==> config.mk <==
export PLATFORM = sky130hd
export DESIGN_NAME = cfg_route_top
export DESIGN_NICKNAME = d
export VERILOG_FILES = /design/src/rtl/cfg_route_pkg.sv /design/src/rtl/cfg_bus_snoop.sv /design/src/rtl/cfg_target_decode.sv /design/src/rtl/cfg_route_top.sv
export SDC_FILE = /design/constraint.sdc
export NUM_CORES = 1
export LEC_CHECK = 0
export ABC_AREA = 1
export BUFFER_PORTS_ARGS = -buffer_cell sky130_fd_sc_hd__buf_4
export CORE_AREA = 2 2 106 108
export DETAILED_ROUTE_END_ITERATION = 10
export DIE_AREA = 0 0 108 110
export PLACE_DENSITY = 0.73
export SLEW_MARGIN = 10
export SYNTH_ARGS = -nofsm -noshare
export SYNTH_HDL_FRONTEND = slang
export SYNTH_SLANG_ARGS = --single-unit
==> constraint.sdc <==
create_clock -name clk -period 2.21 [get_ports clk]
set_clock_uncertainty 0.2 [all_clocks]
set_input_delay 0.3315 -clock clk [delete_from_list [all_inputs] [get_ports clk]]
set_output_delay 0.3315 -clock clk [all_outputs]
set_load 0.05 [all_outputs]
==> src/rtl/cfg_route_pkg.sv <==
package cfg_route_pkg;
   localparam int BUS_W   = 8;
   localparam int DEVFN_W = 8;
   localparam int OFS_W   = 8;
   localparam int ADDR_W  = BUS_W + DEVFN_W + OFS_W;
   localparam int DATA_W  = 32;
   localparam int SIZE_W  = 2;

   typedef enum logic [SIZE_W-1:0] {
      SZ_BYTE = 2'd0,
      SZ_HALF = 2'd1,
      SZ_WORD = 2'd2
   } xfer_size_e;

   typedef struct packed {
      logic [BUS_W-1:0]   bus;
      logic [DEVFN_W-1:0] devfn;
      logic [OFS_W-1:0]   ofs;
   } cfg_addr_t;

   // bridge offsets whose writes renumber the secondary segment
   localparam logic [OFS_W-1:0] OFS_SEC_BYTE = 8'h19;
   localparam logic [OFS_W-1:0] OFS_BUS_PAIR = 8'h18;
endpackage

==> src/rtl/cfg_bus_snoop.sv <==
module cfg_bus_snoop
   import cfg_route_pkg::*;
#(
   parameter int NUM_DEV = 4,
   parameter int NUM_BR  = 1,
   parameter int BR_DEV [NUM_BR] = '{0}
) (
   input  logic                           clk,
   input  logic                           rst_n,
   input  logic                           wr_fire,
   input  logic [NUM_DEV-1:0]             dev_hit,
   input  logic [OFS_W-1:0]               ofs,
   input  logic [SIZE_W-1:0]              size,
   input  logic [DATA_W-1:0]              wdata,
   output logic [NUM_BR-1:0][BUS_W-1:0]   sec_bus
);
   for (genvar b = 0; b < NUM_BR; b++) begin : g_br
      logic br_wr, load_lo, load_hi;
      assign br_wr   = wr_fire && dev_hit[BR_DEV[b]];
      assign load_lo = br_wr && (ofs == OFS_SEC_BYTE);
      assign load_hi = br_wr && (ofs == OFS_BUS_PAIR) && (size != SZ_BYTE);

      always_ff @(posedge clk) begin
         if (!rst_n)       sec_bus[b] <= '0;
         else if (load_lo) sec_bus[b] <= wdata[7:0];
         else if (load_hi) sec_bus[b] <= wdata[15:8];
      end

      // offset 0x19 write loads the low data byte
      a_r6_low_byte_load: assert property (@(posedge clk) disable iff (!rst_n)
         load_lo |=> sec_bus[b] == $past(wdata[7:0]));
      // half/word write at 0x18 loads data bits 15:8
      a_r7_pair_load: assert property (@(posedge clk) disable iff (!rst_n)
         load_hi |=> sec_bus[b] == $past(wdata[15:8]));
      // without a snooped write the bus number holds
      a_r7_hold: assert property (@(posedge clk) disable iff (!rst_n)
         !(br_wr && (ofs == OFS_SEC_BYTE || (ofs == OFS_BUS_PAIR && size != SZ_BYTE)))
            |=> $stable(sec_bus[b]));
   end
endmodule

==> src/rtl/cfg_target_decode.sv <==
module cfg_target_decode
   import cfg_route_pkg::*;
#(
   parameter int NUM_DEV   = 4,
   parameter int NUM_BR    = 1,
   parameter int DEVFN_MIN = 8,
   parameter int DEV_SEG [NUM_DEV] = '{0, 0, 1, 1},
   parameter int DEV_FN  [NUM_DEV] = '{8, -1, 0, -1}
) (
   input  logic                          clk,
   input  logic                          rst_n,
   input  logic [BUS_W-1:0]              bus,
   input  logic [DEVFN_W-1:0]            devfn,
   input  logic [NUM_BR-1:0][BUS_W-1:0]  sec_bus,
   output logic [NUM_DEV-1:0]            dev_hit
);
   localparam int NUM_SEG  = NUM_BR + 1;
   localparam int DEVFN_LIM = 1 << DEVFN_W;

   // elaboration-time assignment of ports left at -1
   function automatic int devfn_of(int idx);
      int res [NUM_DEV];
      for (int i = 0; i < NUM_DEV; i++) res[i] = DEV_FN[i];
      for (int i = 0; i <= idx; i++) begin
         if (DEV_FN[i] < 0) begin
            for (int c = DEVFN_MIN; c < DEVFN_LIM; c += 8) begin
               if (res[i] < 0) begin
                  bit taken = 1'b0;
                  for (int j = 0; j < NUM_DEV; j++)
                     if (j != i && DEV_SEG[j] == DEV_SEG[i] && res[j] == c) taken = 1'b1;
                  if (!taken) res[i] = c;
               end
            end
         end
      end
      return res[idx];
   endfunction

   logic [NUM_SEG-1:0] seg_sel;
   always_comb begin
      logic found;
      found   = 1'b0;
      seg_sel = '0;
      if (bus == '0) seg_sel[0] = 1'b1;
      else begin
         for (int b = 0; b < NUM_BR; b++) begin
            if (!found && sec_bus[b] == bus) begin
               seg_sel[b+1] = 1'b1;
               found = 1'b1;
            end
         end
      end
   end

   for (genvar i = 0; i < NUM_DEV; i++) begin : g_dev
      localparam int FN = devfn_of(i);
      if (FN < 0 || FN >= DEVFN_LIM) begin : g_bad_fn
         $error("port %0d has no valid device/function number", i);
      end
      if (DEV_SEG[i] < 0 || DEV_SEG[i] >= NUM_SEG) begin : g_bad_seg
         $error("port %0d sits on a segment that does not exist", i);
      end
      assign dev_hit[i] = seg_sel[DEV_SEG[i]] && (devfn == DEVFN_W'(FN));
   end

   // never more than one port hit
   a_r5_single_hit: assert property (@(posedge clk) disable iff (!rst_n)
      $onehot0(dev_hit));
   // bus 0 never routes behind a bridge
   a_r2_primary_only: assert property (@(posedge clk) disable iff (!rst_n)
      (bus == '0) |-> seg_sel == NUM_SEG'(1));
endmodule

==> src/rtl/cfg_route_top.sv <==
module cfg_route_top
   import cfg_route_pkg::*;
#(
   parameter int NUM_DEV   = 4,
   parameter int NUM_BR    = 1,
   parameter int DEVFN_MIN = 8,
   parameter int DEV_SEG [NUM_DEV] = '{0, 0, 1, 1},
   parameter int DEV_FN  [NUM_DEV] = '{8, -1, 0, -1},
   parameter int BR_DEV  [NUM_BR]  = '{0}
) (
   input  logic                      clk,
   input  logic                      rst_n,
   input  logic                      req_valid,
   output logic                      req_ready,
   input  logic                      req_write,
   input  logic [1:0]                req_size,
   input  logic [23:0]               req_addr,
   input  logic [31:0]               req_wdata,
   output logic                      rsp_valid,
   output logic [31:0]               rsp_rdata,
   output logic [NUM_DEV-1:0]        dev_sel,
   output logic                      dev_write,
   output logic [1:0]                dev_size,
   output logic [7:0]                dev_offset,
   output logic [31:0]               dev_wdata,
   input  logic [NUM_DEV*32-1:0]     dev_rdata
);
   if (NUM_DEV < 1 || NUM_BR < 1) begin : g_bad_counts
      $error("at least one port and one bridge are required");
   end
   if (ADDR_W != 24 || DATA_W != 32) begin : g_bad_widths
      $error("port widths assume a 24-bit address and 32-bit data");
   end
   for (genvar b = 0; b < NUM_BR; b++) begin : g_chk_br
      if (BR_DEV[b] < 0 || BR_DEV[b] >= NUM_DEV) begin : g_bad_br
         $error("bridge %0d names a port that does not exist", b);
      end
   end

   cfg_addr_t                  a;
   logic                       accept;
   logic [NUM_DEV-1:0]         dev_hit;
   logic [NUM_BR-1:0][BUS_W-1:0] sec_bus;
   logic [DATA_W-1:0]          rd_mux;

   assign a         = req_addr;
   assign req_ready = !rsp_valid;
   assign accept    = req_valid && req_ready;

   cfg_target_decode #(
      .NUM_DEV(NUM_DEV), .NUM_BR(NUM_BR), .DEVFN_MIN(DEVFN_MIN),
      .DEV_SEG(DEV_SEG), .DEV_FN(DEV_FN)
   ) u_decode (
      .clk(clk), .rst_n(rst_n), .bus(a.bus), .devfn(a.devfn),
      .sec_bus(sec_bus), .dev_hit(dev_hit)
   );

   cfg_bus_snoop #(
      .NUM_DEV(NUM_DEV), .NUM_BR(NUM_BR), .BR_DEV(BR_DEV)
   ) u_snoop (
      .clk(clk), .rst_n(rst_n), .wr_fire(accept && req_write),
      .dev_hit(dev_hit), .ofs(a.ofs), .size(req_size), .wdata(req_wdata),
      .sec_bus(sec_bus)
   );

   assign dev_sel    = accept ? dev_hit : '0;
   assign dev_write  = req_write;
   assign dev_size   = req_size;
   assign dev_offset = a.ofs;
   assign dev_wdata  = req_wdata;

   always_comb begin
      rd_mux = '1;
      for (int i = 0; i < NUM_DEV; i++)
         if (dev_hit[i]) rd_mux = dev_rdata[i*DATA_W +: DATA_W];
   end

   always_ff @(posedge clk) begin
      if (!rst_n) begin
         rsp_valid <= 1'b0;
         rsp_rdata <= '0;
      end else begin
         rsp_valid <= accept;
         if (accept) rsp_rdata <= req_write ? '0 : rd_mux;
      end
   end

   // response pulse is exactly one cycle wide
   a_r10_single_pulse: assert property (@(posedge clk) disable iff (!rst_n)
      rsp_valid |=> !rsp_valid);
   // every response follows an accepted request
   a_r10_after_accept: assert property (@(posedge clk) disable iff (!rst_n)
      $rose(rsp_valid) |-> $past(req_valid && req_ready));
   // a port strobe only with an accepted request
   a_r8_strobe_on_accept: assert property (@(posedge clk) disable iff (!rst_n)
      (dev_sel != '0) |-> (req_valid && req_ready));
   // a read that hit nothing returns all ones
   a_r5_miss_all_ones: assert property (@(posedge clk) disable iff (!rst_n)
      (accept && !req_write && dev_hit == '0) |=> rsp_rdata == '1);
endmodule

# Yosys cells after proc, flatten, opt, wreduce, memory -nomap -nowiden
# Cells that the tools add are included.
# op_classes
reduce_logical	15
n_eq_ne	5
mux	11
# ops
op	n
$mux 32	5
$eq 8x5->1 const B	3
$logic_not 8->1	2
$mux 8	2
$logic_and 1x1->1	10
$eq 8x4->1 const B	1
$eq 8x8->1	1
$mux 4	1
$reduce_bool 2->1	2
$mux 1	3
$logic_not 1->1	1
# word_totals
in_bits	190
register_bits	41
word_cells	34

# Depth between registers and ports, before layout
# logic_depth
ltp_word	8
mapped_depth	13

# Modules after synthesis
# Synthesis repeated with hierarchy kept, for this count alone.
# hier_totals
hier_cells	666
area_unflattened_um2	3733.6
# modules_own_cells
mod	cells_per_inst	instances	seq_area_each_um2	area_each_um2
cfg_route_top	509	1	660.6	2952.8
cfg_bus_snoop	86	1	160.2	498.0
cfg_target_decode	71	1	0.0	282.8

# Worst setup path after synthesis
# Ideal clock, no wire load.
# synth_path
path_type	register to output
start	register rsp_valid
end	output dev_sel[1]
stages_incl_launch_ff	6
path_buffers	2
t_required_ns	1.679
slack_ns	-0.444
t_arrival_ns	2.123
cell_sequence	dfxtp_1 -> inv_1 -> nand2_1 -> buf_2 -> buf_1 -> nor2_1
# synth_between
elab_chain_len	3
# synth_lines
item	line	text
from (decl)	cfg_route_top.sv:19	output logic rsp_valid,
from (signal assigned)	cfg_route_top.sv:83	rsp_valid <= accept;
$logic_not 1->1	cfg_route_top.sv:47	assign req_ready = !rsp_valid;
net req_ready	cfg_route_top.sv:14	output logic req_ready,
$logic_and 1x1->1	cfg_route_top.sv:48	assign accept = req_valid && req_ready;
$mux 4	cfg_route_top.sv:66	assign dev_sel = accept ? dev_hit : '0;
to (decl)	cfg_route_top.sv:21	output logic [NUM_DEV-1:0] dev_sel,
# The timed path passes the listed nets, and every way through them passes these cells.

# Worst setup path in the final report
# layout_path
start	register u_snoop.sec_bus[2] in the netlist's numbering
end	output dev_sel[2]
# layout_between
elab_chain_len	5
# layout_lines
item	line	text
from (decl)	cfg_bus_snoop.sv:15	output logic [NUM_BR-1:0][BUS_W-1:0] sec_bus
from (signal, indexed assignment)	cfg_bus_snoop.sv:25	else if (load_lo) sec_bus[b] <= wdata[7:0];
from (signal, indexed assignment)	cfg_bus_snoop.sv:26	else if (load_hi) sec_bus[b] <= wdata[15:8];
$eq 8x8->1	cfg_target_decode.sv:47	if (!found && sec_bus[b] == bus) begin
$mux 1	cfg_target_decode.sv:47	
$mux 1	cfg_target_decode.sv:44	if (bus == '0) seg_sel[0] = 1'b1;
$logic_and 1x1->1	cfg_target_decode.sv:63	assign dev_hit[i] = seg_sel[DEV_SEG[i]] && (devfn == DEVFN_W'(FN));
$mux 4	cfg_route_top.sv:66	
# Every way passes these cells.

==> flow_metrics.tcl <==
set metrics [dict create \
    grt_max_degree 41 \
    synth-xor-area-share_pct 0.881 \
    drive_gt1_share_pct 32.3 \
    max_slew_margin_pct 59.2 \
    critical_path_required_ps 1680 \
    worst_setup_path_start_kind "flip-flop" \
    h-tree-depth 2 \
    max_stage_delay_ps 360 \
    crit_slowest_cell "dfxtp_2" \
    drc 0 \
    synth_nets 918 \
    hp-class "input port to flip-flop" \
    met2_length_microns 6610 \
    wl_per_cell_microns 13.0 \
    cts_sinks 41 \
    core.rowCount 38 \
    final_util_pct 54.1 \
    tightest_slew_ps 610 \
    grt_usage_pct 21.8 \
    initial_utilization_pct 37.2 \
    fp.coreArea_sq_um 10700 \
    top_layer_used "met4" \
    yosysUniqueCellTypes 26 \
    finalCritPeriodShare_pct 97.3 \
    worstSetupPathType "flip-flop to output port" \
    placedCellCount 1039 \
    p_comb_share_pct 37.2 \
    worst_path_most_repeated_cell "nand2_1" \
    p_leak_nw 3.25 \
    synth_top_family_by_area "simple AND/OR/NAND/NOR gates" \
    clk_latency_ps 290 \
    die_area_sq_um 11900 \
    place_congestion 0.788 \
    yosys-mux-area-fraction_pct 0 \
    syn2layout_area_growth_pct 45.7 \
    fin_crit_ps 2150 \
    ys_ff_latch 41 \
    critical_path.top_delay_family "simple AND/OR/NAND/NOR gates" \
    stdcell_area_sq_um 5790 \
    io_buffers 238 \
    regArea_sq_um 827 \
    synth_area_sq_um 3980 \
    status "complete, no violations" \
    cp_max_fo 6 \
    dieWidth_microns 108 \
    routed_via_density 4.63 \
    intPower_mw 1.41 \
    drv_slew 0 \
    cp_num_buf_inv 3 \
    wl_met3_microns 1030 \
    cts.path.max_buffers 2 \
    multi_input_area_sq_um 2180 \
    drtIter0Drc 217 \
    synthAdderAreaFrac_pct 0 \
    drtPass1Iterations 7 \
    pwr-share-clk_pct 25.7 \
    wl_met1_microns 5930 \
    hold_viol 0 \
    routed-via-count 4868 \
    die_h_microns 110 \
    fin_tns_setup_ps 0 \
    seq_power_share_pct 37.0 \
    finalWirelength_microns 13700 \
    grt_pass1_vias 4262 \
    setup_viol 0 \
    yosysWarnings 0 \
    ant_nets 0 \
    grt-ovfl-total 0 \
    fin_cells 1052 \
    antenna_found_initial 0 \
    final_nets 1101 \
    clockRootBuffer "clkbuf_8" \
    final_common_cell "buf_4" \
    synth-simple-area-share_pct 45.2 \
    cts_made_buffers 5 \
    crit_chain "inv_2, nand2_1, nand2_1, nor2_1, nand2_1, nor2_4, nand3_4, buf_12, nor2_4, buf_8" \
    seq_area_frac_synth_pct 20.6 \
    p_sw_share_pct 34.3 \
    dp_hpwl_microns 10100 \
    final_cell_mix "buf_4, nand2_1, nor2_1, inv_1, nand4_1" \
    vdd_ir_drop_max_mv 0.268 \
    cts_tree "done" \
    synthCells 728 \
    grt_pass1_wl_microns 20600 \
    rsz0062_at_grt "true" \
    postSynthAreaPerCell_sq_um 5.46 \
    clk_pin_slew_ps 80 \
    synth-compound-area-share_pct 7.05 \
    max_freq_mhz 465 \
    diodes 0 \
    maxCapViolations 0 \
    postPlaceCellArea_sq_um 5590 \
    switchingPower_uw 735 \
    ios 271 \
    nFillCells 1126 \
    cp.arrival_ps 1620 \
    power.density_nw_per_um2 370 \
    end_kind "output port" \
]
## per-layer routing
metal / vias up / global-route usage, %
li1: 2548 / -
met1: 2147 / 27.8
met2: 161 / 38.1
met3: 12 / 4.59
met4: 0 / 4.49
met5: - / 0
## registers in the layout (all words and copies together), names as in the netlist
| register | count |
|---|---|
| rsp_rdata | 32 |
| u_snoop.sec_bus | 8 |
| rsp_valid | 1 |
## worst min-delay path: stages
cell     delay (ps)
buf_4           140
o21ai_1          70
a21oi_1          40
## cell families (layout without fill, tap and decap cells)
group | after synthesis | count (layout)
flip-flops | 41 | 41
AND/OR/NAND/NOR | 418 | 418
XOR/XNOR | 4 | 4
buffers and inverters | 209 | 393
AO/OA/AOI/OAI | 56 | 56
## repair_timing
| item | CTS | global route |
|---|---|---|
| setup endpoints to repair | 2 | 2 |
| resized for setup | 2 | 11 |
| pin swaps | 0 | 5 |
| buffers inserted | 0 | 4 |
| gates cloned | 0 | 1 |
| hold buffers | 0 | 0 |
## power groups by stage
stage | Combinational [mW] | Clock, mW | Sequential, mW
finish | 0.797 | 0.551 | 0.792
global route | 0.856 | 0.612 | 0.797
CTS | 0.798 | 0.582 | 0.793
detailed placement | 0.796 | 0 | 0.810
global placement | 0.792 | 0 | 0.808
floorplan | 0.396 | 0 | 0.928
## stage by stage
stage | setup WS (ps) | total power, mW | hold WS, ps
finish | 60.3 | 2.14 | 137
floorplan | 49.8 | 1.32 | 270
detailed placement | 142 | 1.61 | 256
global route | -62.5 | 2.27 | 142
CTS | 15.6 | 2.17 | 133
global placement | 166 | 1.60 | 253
## area by class of cell
type / count / share of cell area (%)
clock buffer: 7 / 1.66
multi-input combinational: 478 / 37.7
tap: 140 / 3.03
clock inverter: 1 / 0.0864
timing repair buffer: 262 / 35.2
inverter: 123 / 8.06
sequential: 41 / 14.3
## final timing paths
path,from,end,slack [ps],cells past startpoint
worst min register to register,rsp_rdata[27],rsp_rdata[27],270,2
worst max-delay path,u_snoop.sec_bus[2],dev_sel[2],60,10
worst max register to register,u_snoop.sec_bus[1],rsp_rdata[3],280,9
worst min-delay path,rst_n,u_snoop.sec_bus[5],140,3
## synth_stat cells
master	instances	area share, %
a21oi_1	40	5.0
buf_1	2	0.19
buf_2	21	2.6
buf_4	47	8.9
buf_6	7	2.0
clkbuf_1	9	0.85
clkinv_1	12	1.1
clkinv_2	1	0.13
dfxtp_1	41	21
inv_1	109	10
inv_2	1	0.094
nand2_1	223	21
nand2_4	1	0.28
nand3_1	3	0.38
nand3_2	3	0.76
nand3b_1	1	0.19
nand4_1	66	10
nor2_1	113	11
nor2_2	3	0.47
nor2_4	2	0.57
nor3_1	1	0.13
nor3b_1	1	0.19
o21ai_0	14	1.8
o21ai_1	2	0.25
or3_1	1	0.16
xnor2_1	4	0.88
Power figures use the tool's default switching activity.
